$ cat config.mk
export PLATFORM = sky130hd
export DESIGN_NAME = ccBranchUnit
export DESIGN_NICKNAME = d
export VERILOG_FILES = /design/src/rtl/cc_pkg.sv /design/src/rtl/ccControl.sv /design/src/rtl/ccDatapath.sv /design/src/rtl/ccBranchUnit.sv
export SDC_FILE = /design/constraint.sdc
export NUM_CORES = 1
export LEC_CHECK = 0
export CAP_MARGIN = 20
export CORE_MARGIN = 2
export CORE_UTILIZATION = 60
export CTS_BUF_LIST = sky130_fd_sc_hd__clkbuf_4
export CTS_CLUSTER_DIAMETER = 150
export DETAILED_ROUTE_END_ITERATION = 7
export DONT_BUFFER_PORTS = 1
export PLACE_DENSITY = 0.79
export SYNTH_ARGS = -nofsm -noshare
export SYNTH_HDL_FRONTEND = slang
export SYNTH_SLANG_ARGS = --single-unit
export TNS_END_PERCENT = 5
$ cat constraint.sdc
create_clock -name clk -period 2.48 [get_ports clk]
set_clock_uncertainty 0.1 [all_clocks]
set_input_delay 0.248 -clock clk [delete_from_list [all_inputs] [get_ports clk]]
set_output_delay 0.248 -clock clk [all_outputs]
set_load 0.05 [all_outputs]
$ cat src/rtl/cc_pkg.sv
package cc_pkg;
  localparam int DATA_W = 16;
  localparam int OFF_W  = 9;
  localparam int OPC_W  = 4;

  typedef enum logic [OPC_W-1:0] {
    OP_BR   = 4'b0000,
    OP_ADD  = 4'b0001,
    OP_LD   = 4'b0010,
    OP_ST   = 4'b0011,
    OP_AND  = 4'b0101,
    OP_LDR  = 4'b0110,
    OP_STR  = 4'b0111,
    OP_NOT  = 4'b1001,
    OP_LDI  = 4'b1010,
    OP_STI  = 4'b1011,
    OP_JMP  = 4'b1100,
    OP_RSV  = 4'b1101,
    OP_LEA  = 4'b1110,
    OP_TRAP = 4'b1111
  } opcode_e;

  // flag encoding {N, Z, P}
  localparam logic [2:0] FLAG_N = 3'b100;
  localparam logic [2:0] FLAG_Z = 3'b010;
  localparam logic [2:0] FLAG_P = 3'b001;

  typedef struct packed {
    logic flagWrite;
    logic isBranch;
  } ctrlStrobes_t;
endpackage

$ cat src/rtl/ccControl.sv
module ccControl
  import cc_pkg::*;
#(
  parameter int OPCW = OPC_W
) (
  input  logic            loadEn,
  input  logic [OPCW-1:0] opcode,
  output ctrlStrobes_t    strobes
);
  logic setsFlags;

  always_comb begin
    unique case (opcode)
      OP_ADD, OP_AND, OP_NOT, OP_LD, OP_LDR, OP_LDI, OP_LEA: setsFlags = 1'b1;
      default:                                               setsFlags = 1'b0;
    endcase
  end

  always_comb begin
    strobes.flagWrite = loadEn & setsFlags;
    strobes.isBranch  = (opcode == OP_BR);
  end
endmodule

$ cat src/rtl/ccDatapath.sv
module ccDatapath
  import cc_pkg::*;
#(
  parameter int DW   = DATA_W,
  parameter int OFFW = OFF_W
) (
  input  logic          clk,
  input  logic          rstN,
  input  ctrlStrobes_t  strobes,
  input  logic [DW-1:0] wbResult,
  input  logic [2:0]    testMask,
  input  logic [OFFW-1:0] offset,
  input  logic [DW-1:0] pcInc,
  output logic [2:0]    flags,
  output logic          brTaken,
  output logic [DW-1:0] brTarget,
  output logic [DW-1:0] nextPc
);
  localparam int EXT_W = DW - OFFW;

  logic [2:0]    newFlags;
  logic [DW-1:0] offsetExt;

  always_comb begin
    if (wbResult[DW-1])      newFlags = FLAG_N;
    else if (wbResult == '0) newFlags = FLAG_Z;
    else                     newFlags = FLAG_P;
  end

  always_ff @(posedge clk or negedge rstN) begin
    if (!rstN)                  flags <= FLAG_Z;
    else if (strobes.flagWrite) flags <= newFlags;
  end

  generate
    if (EXT_W > 0) begin : g_ext
      assign offsetExt = {{EXT_W{offset[OFFW-1]}}, offset};
    end else begin : g_trunc
      assign offsetExt = offset[DW-1:0];
    end
  endgenerate

  always_comb begin
    brTarget = pcInc + offsetExt;
    brTaken  = strobes.isBranch && ((testMask & flags) != 3'b000);
    nextPc   = brTaken ? brTarget : pcInc;
  end
endmodule

$ cat src/rtl/ccBranchUnit.sv
module ccBranchUnit
  import cc_pkg::*;
(
  input  logic        clk,
  input  logic        rstN,
  input  logic        loadEn,
  input  logic [15:0] wbResult,
  input  logic [15:0] instr,
  input  logic [15:0] pcInc,
  output logic [2:0]  flags,
  output logic        brTaken,
  output logic [15:0] brTarget,
  output logic [15:0] nextPc
);
  ctrlStrobes_t strobes;

  ccControl #(.OPCW(OPC_W)) u_ctrl (
    .loadEn  (loadEn),
    .opcode  (instr[15:12]),
    .strobes (strobes)
  );

  ccDatapath #(.DW(DATA_W), .OFFW(OFF_W)) u_dp (
    .clk      (clk),
    .rstN     (rstN),
    .strobes  (strobes),
    .wbResult (wbResult),
    .testMask (instr[11:9]),
    .offset   (instr[OFF_W-1:0]),
    .pcInc    (pcInc),
    .flags    (flags),
    .brTaken  (brTaken),
    .brTarget (brTarget),
    .nextPc   (nextPc)
  );
endmodule

==> flow_summary.rst, run 1 <==
.. list-table::
   :header-rows: 1

   * - Metric
     - Value
   * - Outcome
     - did not finish
   * - Last stage reached
     - clock tree synthesis
   * - First error line in the log
     - [ERROR DPL-0038] Utilization greater than 100%, impossible to legalize
   * - Height of the die
     - 50.3 µm
   * - Most area-hungry cell type in the Yosys netlist
     - sky130_fd_sc_hd__ha_1
   * - Sequential share of the synthesized area
     - 0.0594
   * - Clock sink count
     - 3
   * - Net count after synthesis
     - 242
   * - Top post-synthesis cells by count
     - sky130_fd_sc_hd__nand2_1, sky130_fd_sc_hd__ha_1, sky130_fd_sc_hd__a21oi_1
   * - I/O Buffers
     - 0
   * - Pre-CTS worst setup slack
     - -0.376 ns
   * - Average instance area after synthesis
     - 7.34 µm²
   * - Mapped Cells
     - 175
   * - Area fraction of the dominant cell type after synthesis
     - 0.146
   * - Number of distinct library cells after synthesis
     - 50
   * - Final RePlAce weighted congestion
     - 0.907
   * - Seq cells post-synth
     - 3
   * - Root buffer cell
     - sky130_fd_sc_hd__clkbuf_4
   * - Hold-fix buffers at CTS
     - 1
   * - Total standard cell area after synthesis
     - 1280 µm²
   * - Resize count post-CTS
     - 29
   * - Yosys warning total
     - 0
   * - Placed cells
     - 247
   * - Number of enable-type register cells in the synthesized netlist
     - 0
   * - Post-CTS Setup Inserts
     - 2
   * - Most frequent cell after synthesis
     - sky130_fd_sc_hd__nand2_1
   * - Sum of net half-perimeters after detailed placement
     - 4.60 mm
   * - CTS Buffer Depth
     - 2
   * - Ranking of synthesized cells by area
     - sky130_fd_sc_hd__ha_1, sky130_fd_sc_hd__nand2_1, sky130_fd_sc_hd__mux2_2
   * - Total CTS buffers
     - 3
   * - Number of H-tree levels
     - 1
   * - Initial core utilization
     - 0.648
   * - Width of the chip
     - 50.3 µm
   * - Fraction of registers with async set/reset
     - 1.00
   * - Primary FF master, synth
     - sky130_fd_sc_hd__dfrtp_1
   * - Boundary Pins
     - 87
   * - Placement Rows
     - 16
stage by stage:
step	instance area, µm²	utilization
2_1_floorplan	1380	-
3_3_place_gp	1910	0.961
3_5_place_dp	1910	0.961
cell families after synthesis:
| group | count (synthesis) | synth area share |
|---|---|---|
| XOR/XNOR | 12 | 0.0935 |
| AND/OR/NAND/NOR | 70 | 0.255 |
| multiplexers | 10 | 0.0857 |
| flip-flops | 3 | 0.0594 |
| AO/OA/AOI/OAI | 56 | 0.304 |
| adder cells (fa/ha/maj) | 16 | 0.162 |
| buffers and inverters | 8 | 0.0409 |
==> run 2: changes to the inputs <==
CORE_AREA = 2 2 63 65   (was unset)
CORE_MARGIN = unset   (was 2)
CORE_UTILIZATION = unset   (was 60)
CTS_BUF_LIST = unset   (was sky130_fd_sc_hd__clkbuf_4)
CTS_CLUSTER_DIAMETER = unset   (was 150)
DIE_AREA = 0 0 65 67   (was unset)
PLACE_DENSITY = unset   (was 0.79)
PLACE_DENSITY_LB_ADDON = 0.15   (was unset)
clock period = 3.2 ns   (was 2.48 ns; I/O delays follow)
==> run 2 against run 1 <==
- the run now ends clean
- synthesized area unchanged
- synthesized cell count unchanged
==> flow_summary.rst, run 2 <==
.. list-table::
   :header-rows: 1

   * - Metric
     - Value
   * - Clock sink count
     - 3 (unchanged)
   * - Final RePlAce weighted congestion
     - 0.823 (was 0.907)
   * - Number of vias per cell after detailed routing
     - 5.66
   * - Total CTS buffers
     - 3 (unchanged)
   * - Area after DPL
     - 1560 µm² (was 1910 µm²)
   * - Placed cells
     - 243 (was 247)
   * - Start point of the worst hold path
     - wbResult[15]
   * - Most frequent standard cell in the layout excluding fill and tap cells
     - sky130_fd_sc_hd__nand2_1
   * - Final cell count without fillers
     - 248
   * - Crit path launch type
     - register
   * - Vias in the first global route
     - 1412
   * - Endpoint class of the critical path
     - output port
   * - CTS Buffer Depth
     - 2 (unchanged)
   * - Min Hold Slack
     - 0.158 ns
   * - Final count of negative-setup-slack endpoints
     - 0
   * - Ant. Diodes
     - 0
   * - Length of the first detailed-routing pass in iterations
     - 4
   * - Die ar.
     - 4360 µm²
   * - Number of hold violations in the final report
     - 0
   * - Sequential share of the synthesized area
     - 0.0594 (unchanged)
   * - Flip-flop count of the largest register, all copies and words added
     - 3
   * - Share of the cycle needed by the critical path after routing
     - 0.900
   * - CP Data Arrival Time
     - 2.46 ns
   * - Wire length of the first global-routing pass
     - 5.91 mm
   * - Pre-CTS worst setup slack
     - 0.101 ns (was -0.376 ns)
   * - Top reg by flops
     - u_dp.flags
   * - Count of vias placed by the detailed router
     - 1403
   * - I/O Buffers
     - 0 (unchanged)
   * - Fraction of registers with async set/reset
     - 1.00 (unchanged)
   * - Number of distinct library cells after synthesis
     - 50 (unchanged)
   * - Sum of net half-perimeters after detailed placement
     - 3.07 mm (was 4.60 mm)
   * - Tightest Hold Check Type
     - in2reg
   * - Average instance area after synthesis
     - 7.34 µm² (unchanged)
   * - Cell depth of the worst hold path
     - 1
   * - Mapped Cells
     - 175 (unchanged)
   * - Peak fanout along the critical path
     - 17
   * - Outcome
     - completed (was did not finish)
   * - Most frequent cell after synthesis
     - sky130_fd_sc_hd__nand2_1 (unchanged)
   * - Width of the chip
     - 65 µm (was 50.3 µm)
   * - Leakage power
     - 0.714 nW
   * - Fin crit period
     - 2.88 ns
   * - Achievable frequency
     - 0.347 GHz
   * - Power density relative to cell area
     - 420 nW/µm²
   * - Clock input transition at the sequential cells of the worst setup and hold paths
     - 0.03 ns
   * - Primary FF master, synth
     - sky130_fd_sc_hd__dfrtp_1 (unchanged)
   * - Wire length per cell after detailed routing
     - 14.8 µm
   * - Clk Latency, worst-skew pair
     - 0.21 ns
   * - Ranking of synthesized cells by area
     - sky130_fd_sc_hd__ha_1, sky130_fd_sc_hd__nand2_1, sky130_fd_sc_hd__mux2_2 (unchanged)
   * - Largest registers ranked by flip-flop count
     - u_dp.flags (3)
   * - Initial core utilization
     - 0.356 (was 0.648)
   * - Clock tree from TritonCTS
     - done
   * - Setup ws final
     - 0.321 ns
   * - Number of H-tree levels
     - 1 (unchanged)
   * - TNS Setup
     - 0 ns
   * - Initial DRC count
     - 39
   * - Worst Tran Pin Value
     - 0.535 ns
   * - Core outline area
     - 3610 µm²
   * - Final std cell area, no fill
     - 1620 µm²
   * - Number of nets with antenna violations after detailed routing
     - 0
   * - Number of maximum-capacitance violations
     - 0
   * - Area fraction of the dominant cell type after synthesis
     - 0.146 (unchanged)
   * - Synthesis-to-finish area growth
     - 26.0%
   * - Final Net Count
     - 268
   * - Origin of the critical flop-to-flop path
     - u_dp.flags[0]
   * - Number of enable-type register cells in the synthesized netlist
     - 0 (unchanged)
   * - Residual DRC
     - 0
   * - Total Wirelength
     - 3.67 mm
   * - Commonest non-fill, non-tap cells in the layout
     - sky130_fd_sc_hd__nand2_1, sky130_fd_sc_hd__buf_4, sky130_fd_sc_hd__ha_1
   * - Fin util
     - 0.449
   * - Share of post-route cells with drive strength above 1
     - 0.225
   * - Congestion Overflow GR
     - 0
   * - Largest net degree at the start of global routing
     - 18
   * - Initial antenna violation count
     - 0
   * - Net count after synthesis
     - 242 (unchanged)
   * - Fin. max-slew vios
     - 0
   * - Required time of the critical path
     - 2.78 ns
   * - Boundary Pins
     - 87 (unchanged)
   * - Seq cells post-synth
     - 3 (unchanged)
   * - Endpoint of the lowest-slack register-to-register path
     - u_dp.flags[0]
   * - Total standard cell area after synthesis
     - 1280 µm² (unchanged)
   * - Setup repair after global routing missed its margin
     - no
   * - Worst setup slack for register-to-register paths
     - 2.06 ns
   * - Root buffer cell
     - sky130_fd_sc_hd__clkbuf_8 (was sky130_fd_sc_hd__clkbuf_4)
   * - Height of the die
     - 67 µm (was 50.3 µm)
   * - Most area-hungry cell type in the Yosys netlist
     - sky130_fd_sc_hd__ha_1 (unchanged)
   * - Placement Rows
     - 22 (was 16)
   * - Total routing resource utilization after global routing
     - 0.167
   * - End of the worst hold path
     - u_dp.flags[2]
   * - Yosys warning total
     - 0 (unchanged)
   * - WS Path Type
     - reg2out
   * - Worst-case vdd ir drop
     - 0.323 mV
   * - Post-CTS Setup Inserts
     - 0 (was 2)
   * - Number of cells on the worst reg-to-reg path
     - 1
   * - Headroom to the max-slew limit
     - 0.643
   * - Top post-synthesis cells by count
     - sky130_fd_sc_hd__nand2_1, sky130_fd_sc_hd__ha_1, sky130_fd_sc_hd__a21oi_1 (unchanged)
   * - Overall power after layout
     - 0.680 mW
run 2: cell counts after synthesis:
Identical to the previous run, type by type.
run 2: how the worst max path moves through the flow:
stage / from / to / slack [ns] / cells past startpoint
floorplan: instr[0] / nextPc[10] / 0.02 / 7
CTS: instr[0] / brTarget[12] / 0.09 / 8
detailed placement: instr[0] / nextPc[12] / 0.10 / 8
finish: u_dp.flags[1] / nextPc[1] / 0.32 / 6
global route: instr[0] / brTarget[12] / 0.11 / 8
global placement: instr[0] / nextPc[12] / 0.19 / 8
run 2: worst max-delay path, stage by stage (launching register included):
cell and delay (ns):
sky130_fd_sc_hd__dfstp_2 0.69, sky130_fd_sc_hd__nand2_1 0.09, sky130_fd_sc_hd__a31o_2 0.39, sky130_fd_sc_hd__inv_2 0.32, sky130_fd_sc_hd__buf_4 0.29, sky130_fd_sc_hd__nand2_1 0.08
sky130_fd_sc_hd__nand2_1 0.37
run 2: area by class of cell:
| class | count | area, µm² |
|---|---|---|
| tap | 48 | 60.1 |
| fill | 362 | 1990 |
| sequential | 3 | 76.3 |
| timing repair buffer | 26 | 260 |
| inverter | 3 | 11.3 |
| multi-input combinational | 164 | 1170 |
| clock buffer | 4 | 45.0 |
run 2: per-layer routing:
layer  up-vias  GRT usage  part of all wire
li1        718          -                 -
met1       622      0.186              0.42
met2        61      0.329              0.51
met3         2     0.0287             0.070
met4         0     0.0346            0.0063
met5         -          0                 0
run 2: cells by family after synthesis:
logic type / after synthesis / share of synthesized area
muxes: 10 / 0.0857
buffers and inverters: 8 / 0.0409
xor gates and xnor gates: 12 / 0.0935
and+or+nand+nor: 70 / 0.255
adders and majority gates: 16 / 0.162
DFF: 3 / 0.0594
AOI/OAI and AO/OA: 56 / 0.304
run 2: what timing repair did:
action / in CTS / in global routing
hold endpoints to repair: 3 / 0
resized for setup: 0 / 2
hold buffers: 1 / 0
endpoints found under the setup margin: 0 / 2
run 2: report_power, final:
group | internal [mW] | switching (mW) | total (mW)
Sequential | 0.0427 | 0.0223 | 0.0650
Combinational | 0.162 | 0.344 | 0.505
Clock | 0.0849 | 0.0245 | 0.109
Total | 0.289 | 0.390 | 0.680
Power figures use the tool's default switching activity.
==> run 3: changes to the inputs <==
PLACE_DENSITY = 0.49   (was unset)
PLACE_DENSITY_LB_ADDON = unset   (was 0.15)
==> run 3 against run 2 <==
- critical path depth grew 2
- count of clock-buffer cells in the layout is the same
- final area is essentially flat
- global-route usage shrank 0.87 points
- via count grew 1.4%
- critical path type is now in2out
- critical endpoint is now nextPc[12]
- largest power group unchanged
==> flow_summary.rst, run 3 (synthesized netlist as in run 2, its figures left out) <==
.. list-table::
   :header-rows: 1

   * - Metric
     - Value
   * - TNS Setup
     - 0 ns (unchanged)
   * - Final std cell area, no fill
     - 1620 µm² (about the same)
   * - Placement Rows
     - 22 (unchanged)
   * - Outcome
     - completed (unchanged)
   * - Endpoint class of the critical path
     - output port (unchanged)
   * - CTS Buffer Depth
     - 2 (unchanged)
   * - Number of hold violations in the final report
     - 0 (unchanged)
   * - Top reg by flops
     - u_dp.flags (unchanged)
   * - Worst Tran Pin Value
     - 0.512 ns (was 0.535 ns)
   * - Achievable frequency
     - 0.338 GHz (was 0.347 GHz)
   * - Final count of negative-setup-slack endpoints
     - 0 (unchanged)
   * - Gate power share
     - 0.743 (about the same)
   * - Setup repair after global routing missed its margin
     - no (unchanged)
   * - Initial antenna violation count
     - 0 (unchanged)
   * - Largest registers ranked by flip-flop count
     - u_dp.flags (3) (unchanged)
   * - Required time of the critical path
     - 2.78 ns (about the same)
   * - Worst-case vdd ir drop
     - 0.274 mV (was 0.323 mV)
   * - Clock input transition at the sequential cells of the worst setup and hold paths
     - 0.03 ns (about the same)
   * - WS Path Type
     - in2out (was reg2out)
   * - Net switching power figure
     - 0.385 mW (was 0.390 mW)
   * - End of the worst hold path
     - u_dp.flags[2] (unchanged)
   * - Flip-flop count of the largest register, all copies and words added
     - 3 (unchanged)
   * - Sequential group share of total power
     - 0.096 (about the same)
   * - Ant. Diodes
     - 0 (unchanged)
   * - Number of vias per cell after detailed routing
     - 5.71 (was 5.66)
   * - Area after DPL
     - 1570 µm² (was 1560 µm²)
   * - Critical path buffer and inverter count
     - 1 (was 2)
   * - Largest net degree at the start of global routing
     - 22 (was 18)
   * - Multi-input combinational cell area
     - 1160 µm² (was 1170 µm²)
   * - Fin. max-slew vios
     - 0 (unchanged)
   * - Number of maximum-capacitance violations
     - 0 (unchanged)
   * - Total routing resource utilization after global routing
     - 0.158 (was 0.167)
   * - Wire length of the first global-routing pass
     - 5.66 mm (was 5.91 mm)
   * - Length of the first detailed-routing pass in iterations
     - 4 (unchanged)
   * - Clock sink count
     - 3 (unchanged)
   * - Cell Chain, Critical Path
     - ha_1, fa_1, a211oi_1, o21bai_1, a2111oi_0, nor2_1, o211ai_2, buf_12 (was nand2_1, a31o_2, inv_2, buf_4, nand2_1, nand2_1)
   * - Final RePlAce weighted congestion
     - 0.824 (was 0.823)
   * - Final-layout fill cell count
     - 396 (was 362)
   * - Synthesis-to-finish area growth
     - 26.1% (was 26.0%)
   * - Clk Latency, worst-skew pair
     - 0.21 ns (about the same)
   * - Width of the chip
     - 65 µm (unchanged)
   * - Share of post-route cells with drive strength above 1
     - 0.224 (was 0.225)
   * - Vias in the first global route
     - 1332 (was 1412)
   * - Worst setup slack for register-to-register paths
     - 2.06 ns (about the same)
   * - Number of H-tree levels
     - 1 (unchanged)
   * - Die ar.
     - 4360 µm² (unchanged)
   * - Headroom to the max-slew limit
     - 0.650 (was 0.643)
   * - Fin crit period
     - 2.96 ns (was 2.88 ns)
   * - Family of cells with the greatest summed delay on the critical path
     - compound AO/OA/AOI/OAI gates (was flip-flops)
   * - Placed cells
     - 244 (was 243)
   * - Residual DRC
     - 0 (unchanged)
   * - Total Wirelength
     - 3.45 mm (was 3.67 mm)
   * - Wire length per cell after detailed routing
     - 13.8 µm (was 14.8 µm)
   * - Initial core utilization
     - 0.356 (unchanged)
   * - Design internal power
     - 0.289 mW (about the same)
   * - Tightest Hold Check Type
     - in2reg (unchanged)
   * - Clock power frac
     - 0.161 (about the same)
   * - Height of the die
     - 67 µm (unchanged)
   * - Critical Path Slowest Stage Cell
     - sky130_fd_sc_hd__a2111oi_0 (was sky130_fd_sc_hd__dfstp_2)
   * - I/O Buffers
     - 0 (unchanged)
   * - Switching Share
     - 0.571 (was 0.574)
   * - Number of cells on the worst reg-to-reg path
     - 1 (unchanged)
   * - Overall power after layout
     - 0.674 mW (was 0.680 mW)
   * - Root buffer cell
     - sky130_fd_sc_hd__clkbuf_8 (unchanged)
   * - CP Data Arrival Time
     - 2.54 ns (was 2.46 ns)
   * - FF+latch area
     - 76.3 µm² (unchanged)
   * - Commonest non-fill, non-tap cells in the layout
     - sky130_fd_sc_hd__nand2_1, sky130_fd_sc_hd__buf_4, sky130_fd_sc_hd__ha_1 (unchanged)
   * - Origin of the critical flop-to-flop path
     - u_dp.flags[0] (unchanged)
   * - Post-CTS Setup Inserts
     - 0 (unchanged)
   * - Leakage power
     - 0.718 nW (was 0.714 nW)
   * - Total CTS buffers
     - 3 (unchanged)
   * - Endpoint of the lowest-slack register-to-register path
     - u_dp.flags[0] (unchanged)
   * - Count of vias placed by the detailed router
     - 1422 (was 1403)
   * - Number of nets with antenna violations after detailed routing
     - 0 (unchanged)
   * - Most frequent standard cell in the layout excluding fill and tap cells
     - sky130_fd_sc_hd__nand2_1 (unchanged)
   * - Final Net Count
     - 269 (was 268)
   * - Final cell count without fillers
     - 249 (was 248)
   * - Core outline area
     - 3610 µm² (unchanged)
   * - Sum of net half-perimeters after detailed placement
     - 2.93 mm (was 3.07 mm)
   * - Congestion Overflow GR
     - 0 (unchanged)
   * - Clock tree from TritonCTS
     - done (unchanged)
   * - Peak fanout along the critical path
     - 3 (was 17)
   * - Share of the cycle needed by the critical path after routing
     - 0.925 (was 0.900)
   * - Boundary Pins
     - 87 (unchanged)
   * - Power density relative to cell area
     - 416 nW/µm² (was 420 nW/µm²)
   * - Start point of the worst hold path
     - wbResult[15] (unchanged)
   * - Crit path launch type
     - input port (was register)
   * - Cell depth of the worst hold path
     - 1 (unchanged)
   * - Initial DRC count
     - 32 (was 39)
   * - Slowest cell delay on critical path
     - 0.55 ns (was 0.69 ns)
==> run 3: per-stage QoR <==
| step | utilization | hold WS (ns) | setup WS (ns) |
|---|---|---|---|
| detailed placement | 0.434 | -0.0755 | 0.231 |
| global placement | 0.434 | -0.0755 | 0.274 |
| finish | 0.449 | 0.167 | 0.238 |
| global route | 0.449 | 0.167 | 0.0186 |
| floorplan | - | -0.0756 | 0.0211 |
| CTS | 0.449 | 0.166 | 0.207 |
==> run 3: worst max path at each step <==
| stage | startpoint | to | slack [ns] | depth (start not counted) |
|---|---|---|---|---|
| final | instr[0] | nextPc[12] | 0.24 | 8 |
| after global routing | instr[0] | nextPc[12] | 0.02 | 8 |
| after CTS | instr[0] | nextPc[12] | 0.21 | 8 |
| after detailed placement | instr[0] | nextPc[12] | 0.23 | 8 |
| after global placement | instr[0] | nextPc[12] | 0.27 | 8 |
| after floorplan | instr[0] | nextPc[10] | 0.02 | 7 |
==> run 3: power groups by stage <==
stage | sequential [mW] | clock [mW] | combinational (mW)
global placement | 0.0647 | 0 | 0.498
detailed placement | 0.0651 | 0 | 0.502
CTS | 0.0648 | 0.110 | 0.505
floorplan | 0.0635 | 0 | 0.387
global route | 0.0653 | 0.116 | 0.534
finish | 0.0646 | 0.108 | 0.501
==> run 3: routing by layer <==
layer	vias to the layer above	part of all wire	GRT usage
li1	717	-	-
met1	665	0.42	0.196
met2	40	0.52	0.303
met3	0	0.062	0.0169
met4	0	0	0.0160
met5	-	0	0
==> run 3: repair_timing <==
| action | in CTS | in global routing |
|---|---|---|
| hold buffers | 1 | 0 |
| setup endpoints to repair | 0 | 0 |
| endpoints found under the hold margin | 3 | 0 |
| resized for setup | 0 | 0 |
==> run 3: final cells by class <==
type	count	area share
clock buffers	4	0.0278
inverters	3	0.00695
multi-input cells	164	0.716
flip-flops and latches	3	0.0471
well taps	48	0.0371
repair buffers	27	0.165
==> run 4: changes to the inputs <==
--- a/config.mk
+++ b/config.mk
@@ -8,7 +8,9 @@
 export CAP_MARGIN = 20
 export CORE_AREA = 2 2 63 65
+export CTS_CLUSTER_SIZE = 30
 export DETAILED_ROUTE_END_ITERATION = 7
 export DIE_AREA = 0 0 65 67
 export DONT_BUFFER_PORTS = 1
+export MAX_ROUTING_LAYER = met4
 export PLACE_DENSITY = 0.49
 export SYNTH_ARGS = -nofsm -noshare
==> constraint.sdc (replaced) <==
create_clock -name clk -period 3.2 [get_ports clk]
set_clock_uncertainty 0.1 [all_clocks]
set_input_delay 0.32 -clock clk [delete_from_list [all_inputs] [get_ports clk]]
set_output_delay 0.32 -clock clk [all_outputs]
set_load 0.01 [all_outputs]
==> run 4 against run 3 <==
- final area decreased by 15%
- count of clock-buffer cells in the layout unchanged
- sequential power decreased by 23%
- global-route usage increased by 1.2 points
- critical path type unchanged
- largest power group unchanged
- highest routed layer is now met4
==> flow_summary.rst, run 4 (synthesized netlist as in run 2, its figures left out) <==
.. list-table::
   :header-rows: 1

   * - Metric
     - Value
   * - Met3 usage in global routing
     - 0.0372 (was 0.0169)
   * - Final count of negative-setup-slack endpoints
     - 0 (unchanged)
   * - Fin. max-slew vios
     - 0 (unchanged)
   * - CTS Buffer Depth
     - 2 (unchanged)
   * - CP Data Arrival Time
     - 2.46 ns (was 2.54 ns)
   * - Required time of the critical path
     - 2.78 ns (about the same)
   * - Endpoint class of the critical path
     - output port (unchanged)
   * - Core outline area
     - 3610 µm² (unchanged)
   * - Pre-CTS worst setup slack
     - 0.336 ns (was 0.231 ns)
   * - Final-layout fill cell count
     - 381 (was 396)
   * - Number of maximum-capacitance violations
     - 0 (unchanged)
   * - Fin util
     - 0.383 (was 0.449)
   * - Initial core utilization
     - 0.356 (unchanged)
   * - Number of cells on the worst reg-to-reg path
     - 1 (unchanged)
   * - I/O Buffers
     - 0 (unchanged)
   * - Total Wirelength
     - 3.60 mm (was 3.45 mm)
   * - Length of the first detailed-routing pass in iterations
     - 4 (unchanged)
   * - Number of vias per cell after detailed routing
     - 6.00 (was 5.71)
   * - Congestion Overflow GR
     - 0 (unchanged)
   * - Achievable frequency
     - 0.348 GHz (was 0.338 GHz)
   * - Residual DRC
     - 0 (unchanged)
   * - Width of the chip
     - 65 µm (unchanged)
   * - Resize count post-CTS
     - 0 (unchanged)
   * - Total routing resource utilization after global routing
     - 0.170 (was 0.158)
   * - Clock tree from TritonCTS
     - done (unchanged)
   * - Power density relative to cell area
     - 297 nW/µm² (was 416 nW/µm²)
   * - Largest registers ranked by flip-flop count
     - u_dp.flags (3) (unchanged)
   * - Flip-flop count of the largest register, all copies and words added
     - 3 (unchanged)
   * - Total CTS buffers
     - 3 (unchanged)
   * - Outcome
     - completed (unchanged)
   * - Top reg by flops
     - u_dp.flags (unchanged)
   * - Clock input transition at the sequential cells of the worst setup and hold paths
     - 0.03 ns (about the same)
   * - Height of the die
     - 67 µm (unchanged)
   * - Initial antenna violation count
     - 0 (unchanged)
   * - Number of nets with antenna violations after detailed routing
     - 0 (unchanged)
   * - Final std cell area, no fill
     - 1380 µm² (was 1620 µm²)
   * - Tightest Hold Check Type
     - in2reg (unchanged)
   * - Count of vias placed by the detailed router
     - 1355 (was 1422)
   * - Synthesis-to-finish area growth
     - 7.50% (was 26.1%)
   * - Number of H-tree levels
     - 1 (unchanged)
   * - Commonest non-fill, non-tap cells in the layout
     - sky130_fd_sc_hd__nand2_1, sky130_fd_sc_hd__ha_1, sky130_fd_sc_hd__a21oi_1 (was sky130_fd_sc_hd__nand2_1, sky130_fd_sc_hd__buf_4, sky130_fd_sc_hd__ha_1)
   * - Final RePlAce weighted congestion
     - 0.813 (was 0.824)
   * - Wire length per cell after detailed routing
     - 15.9 µm (was 13.8 µm)
   * - Wire length of the first global-routing pass
     - 5.80 mm (was 5.66 mm)
   * - Fin crit period
     - 2.88 ns (was 2.96 ns)
   * - Leakage power
     - 0.584 nW (was 0.718 nW)
   * - Most Crowded Layer GR
     - met2 (unchanged)
   * - Most frequent standard cell in the layout excluding fill and tap cells
     - sky130_fd_sc_hd__nand2_1 (unchanged)
   * - Overall power after layout
     - 0.411 mW (was 0.674 mW)
   * - Share of post-route cells with drive strength above 1
     - 0.118 (was 0.224)
   * - Worst Tran Pin Value
     - 0.549 ns (was 0.512 ns)
   * - Boundary Pins
     - 87 (unchanged)
   * - Final Net Count
     - 246 (was 269)
   * - Crit path launch type
     - input port (unchanged)
   * - Number of hold violations in the final report
     - 0 (unchanged)
   * - Die ar.
     - 4360 µm² (unchanged)
   * - Met1 global-route usage
     - 0.194 (was 0.196)
   * - Initial DRC count
     - 43 (was 32)
   * - Ant. Diodes
     - 0 (unchanged)
   * - Peak fanout along the critical path
     - 3 (unchanged)
   * - Placement Rows
     - 22 (unchanged)
   * - Setup repair after global routing missed its margin
     - no (unchanged)
   * - WS Path Type
     - in2out (unchanged)
   * - Clock sink count
     - 3 (unchanged)
   * - Headroom to the max-slew limit
     - 0.624 (was 0.650)
   * - Setup ws final
     - 0.323 ns (was 0.238 ns)
   * - Clk Latency, worst-skew pair
     - 0.21 ns (about the same)
   * - Area after DPL
     - 1330 µm² (was 1570 µm²)
   * - TNS Setup
     - 0 ns (unchanged)
   * - Share of the cycle needed by the critical path after routing
     - 0.899 (was 0.925)
   * - Fraction of met2 tracks used by global routing
     - 0.300 (was 0.303)
   * - Root buffer cell
     - sky130_fd_sc_hd__clkbuf_8 (unchanged)
   * - Sum of net half-perimeters after detailed placement
     - 2.99 mm (was 2.93 mm)
   * - Worst-case vdd ir drop
     - 0.224 mV (was 0.274 mV)
   * - Largest net degree at the start of global routing
     - 19 (was 22)
   * - Vias in the first global route
     - 1349 (was 1332)
   * - Cell depth of the worst hold path
     - 1 (unchanged)
## run 4: final timing paths
kind | slack, ns | from | endpoint
min reg2reg | 0.51 | u_dp.flags[2] | u_dp.flags[2]
max in group asynchronous | 2.51 | rstN | u_dp.flags[1]
min | 0.16 | wbResult[15] | u_dp.flags[2]
min in group asynchronous | 0.26 | rstN | u_dp.flags[0]
max | 0.32 | instr[0] | brTarget[12]
max reg2reg | 2.28 | u_dp.flags[0] | u_dp.flags[0]
## run 4: timing repair
item,CTS,global route
endpoints found under the hold margin,3,0
buffers inserted,0,0
hold buffers,1,0
## run 4: layer usage
metal  vias to the layer above  wire, µm
li1                        674         -
met1                       631      1550
met2                        48      1770
met3                         2       268
met4                         0        12
met5                         -         0
## run 4: cell type report
cell class / instances / area, µm² / area share
Sequential cell: 3 / 76.3 / 0.0553
Tap cell: 48 / 60.1 / 0.0435
Inverter: 3 / 11.3 / 0.00815
Timing Repair Buffer: 4 / 32.5 / 0.0236
Clock buffer: 4 / 45.0 / 0.0326
Multi-Input combinational cell: 164 / 1160 / 0.837
## run 4: through the flow
| stage | hold WS (ns) | cells |
|---|---|---|
| CTS | 0.160 | 226 |
| detailed placement | -0.0755 | 221 |
| global route | 0.166 | 226 |
| floorplan | -0.0756 | 175 |
| finish | 0.163 | 226 |
| global placement | -0.0755 | 221 |
## run 4: power by group
group / internal [mW] / leakage [nW] / total (mW) / switching (mW)
clock: 0.0848 / 0.0228 / 0.108 / 0.0234
sequential: 0.0431 / 0.0338 / 0.0497 / 0.00661
combinational: 0.0961 / 0.527 / 0.253 / 0.156
total: 0.224 / 0.584 / 0.411 / 0.187
## run 4: worst max-delay path, stage by stage
cell                        delay [ns]
sky130_fd_sc_hd__ha_1             0.22
sky130_fd_sc_hd__fa_1             0.42
sky130_fd_sc_hd__a211oi_1         0.31
sky130_fd_sc_hd__o21bai_1         0.17
sky130_fd_sc_hd__a2111oi_0        0.58
sky130_fd_sc_hd__nor2_1           0.17
sky130_fd_sc_hd__xor2_1           0.26
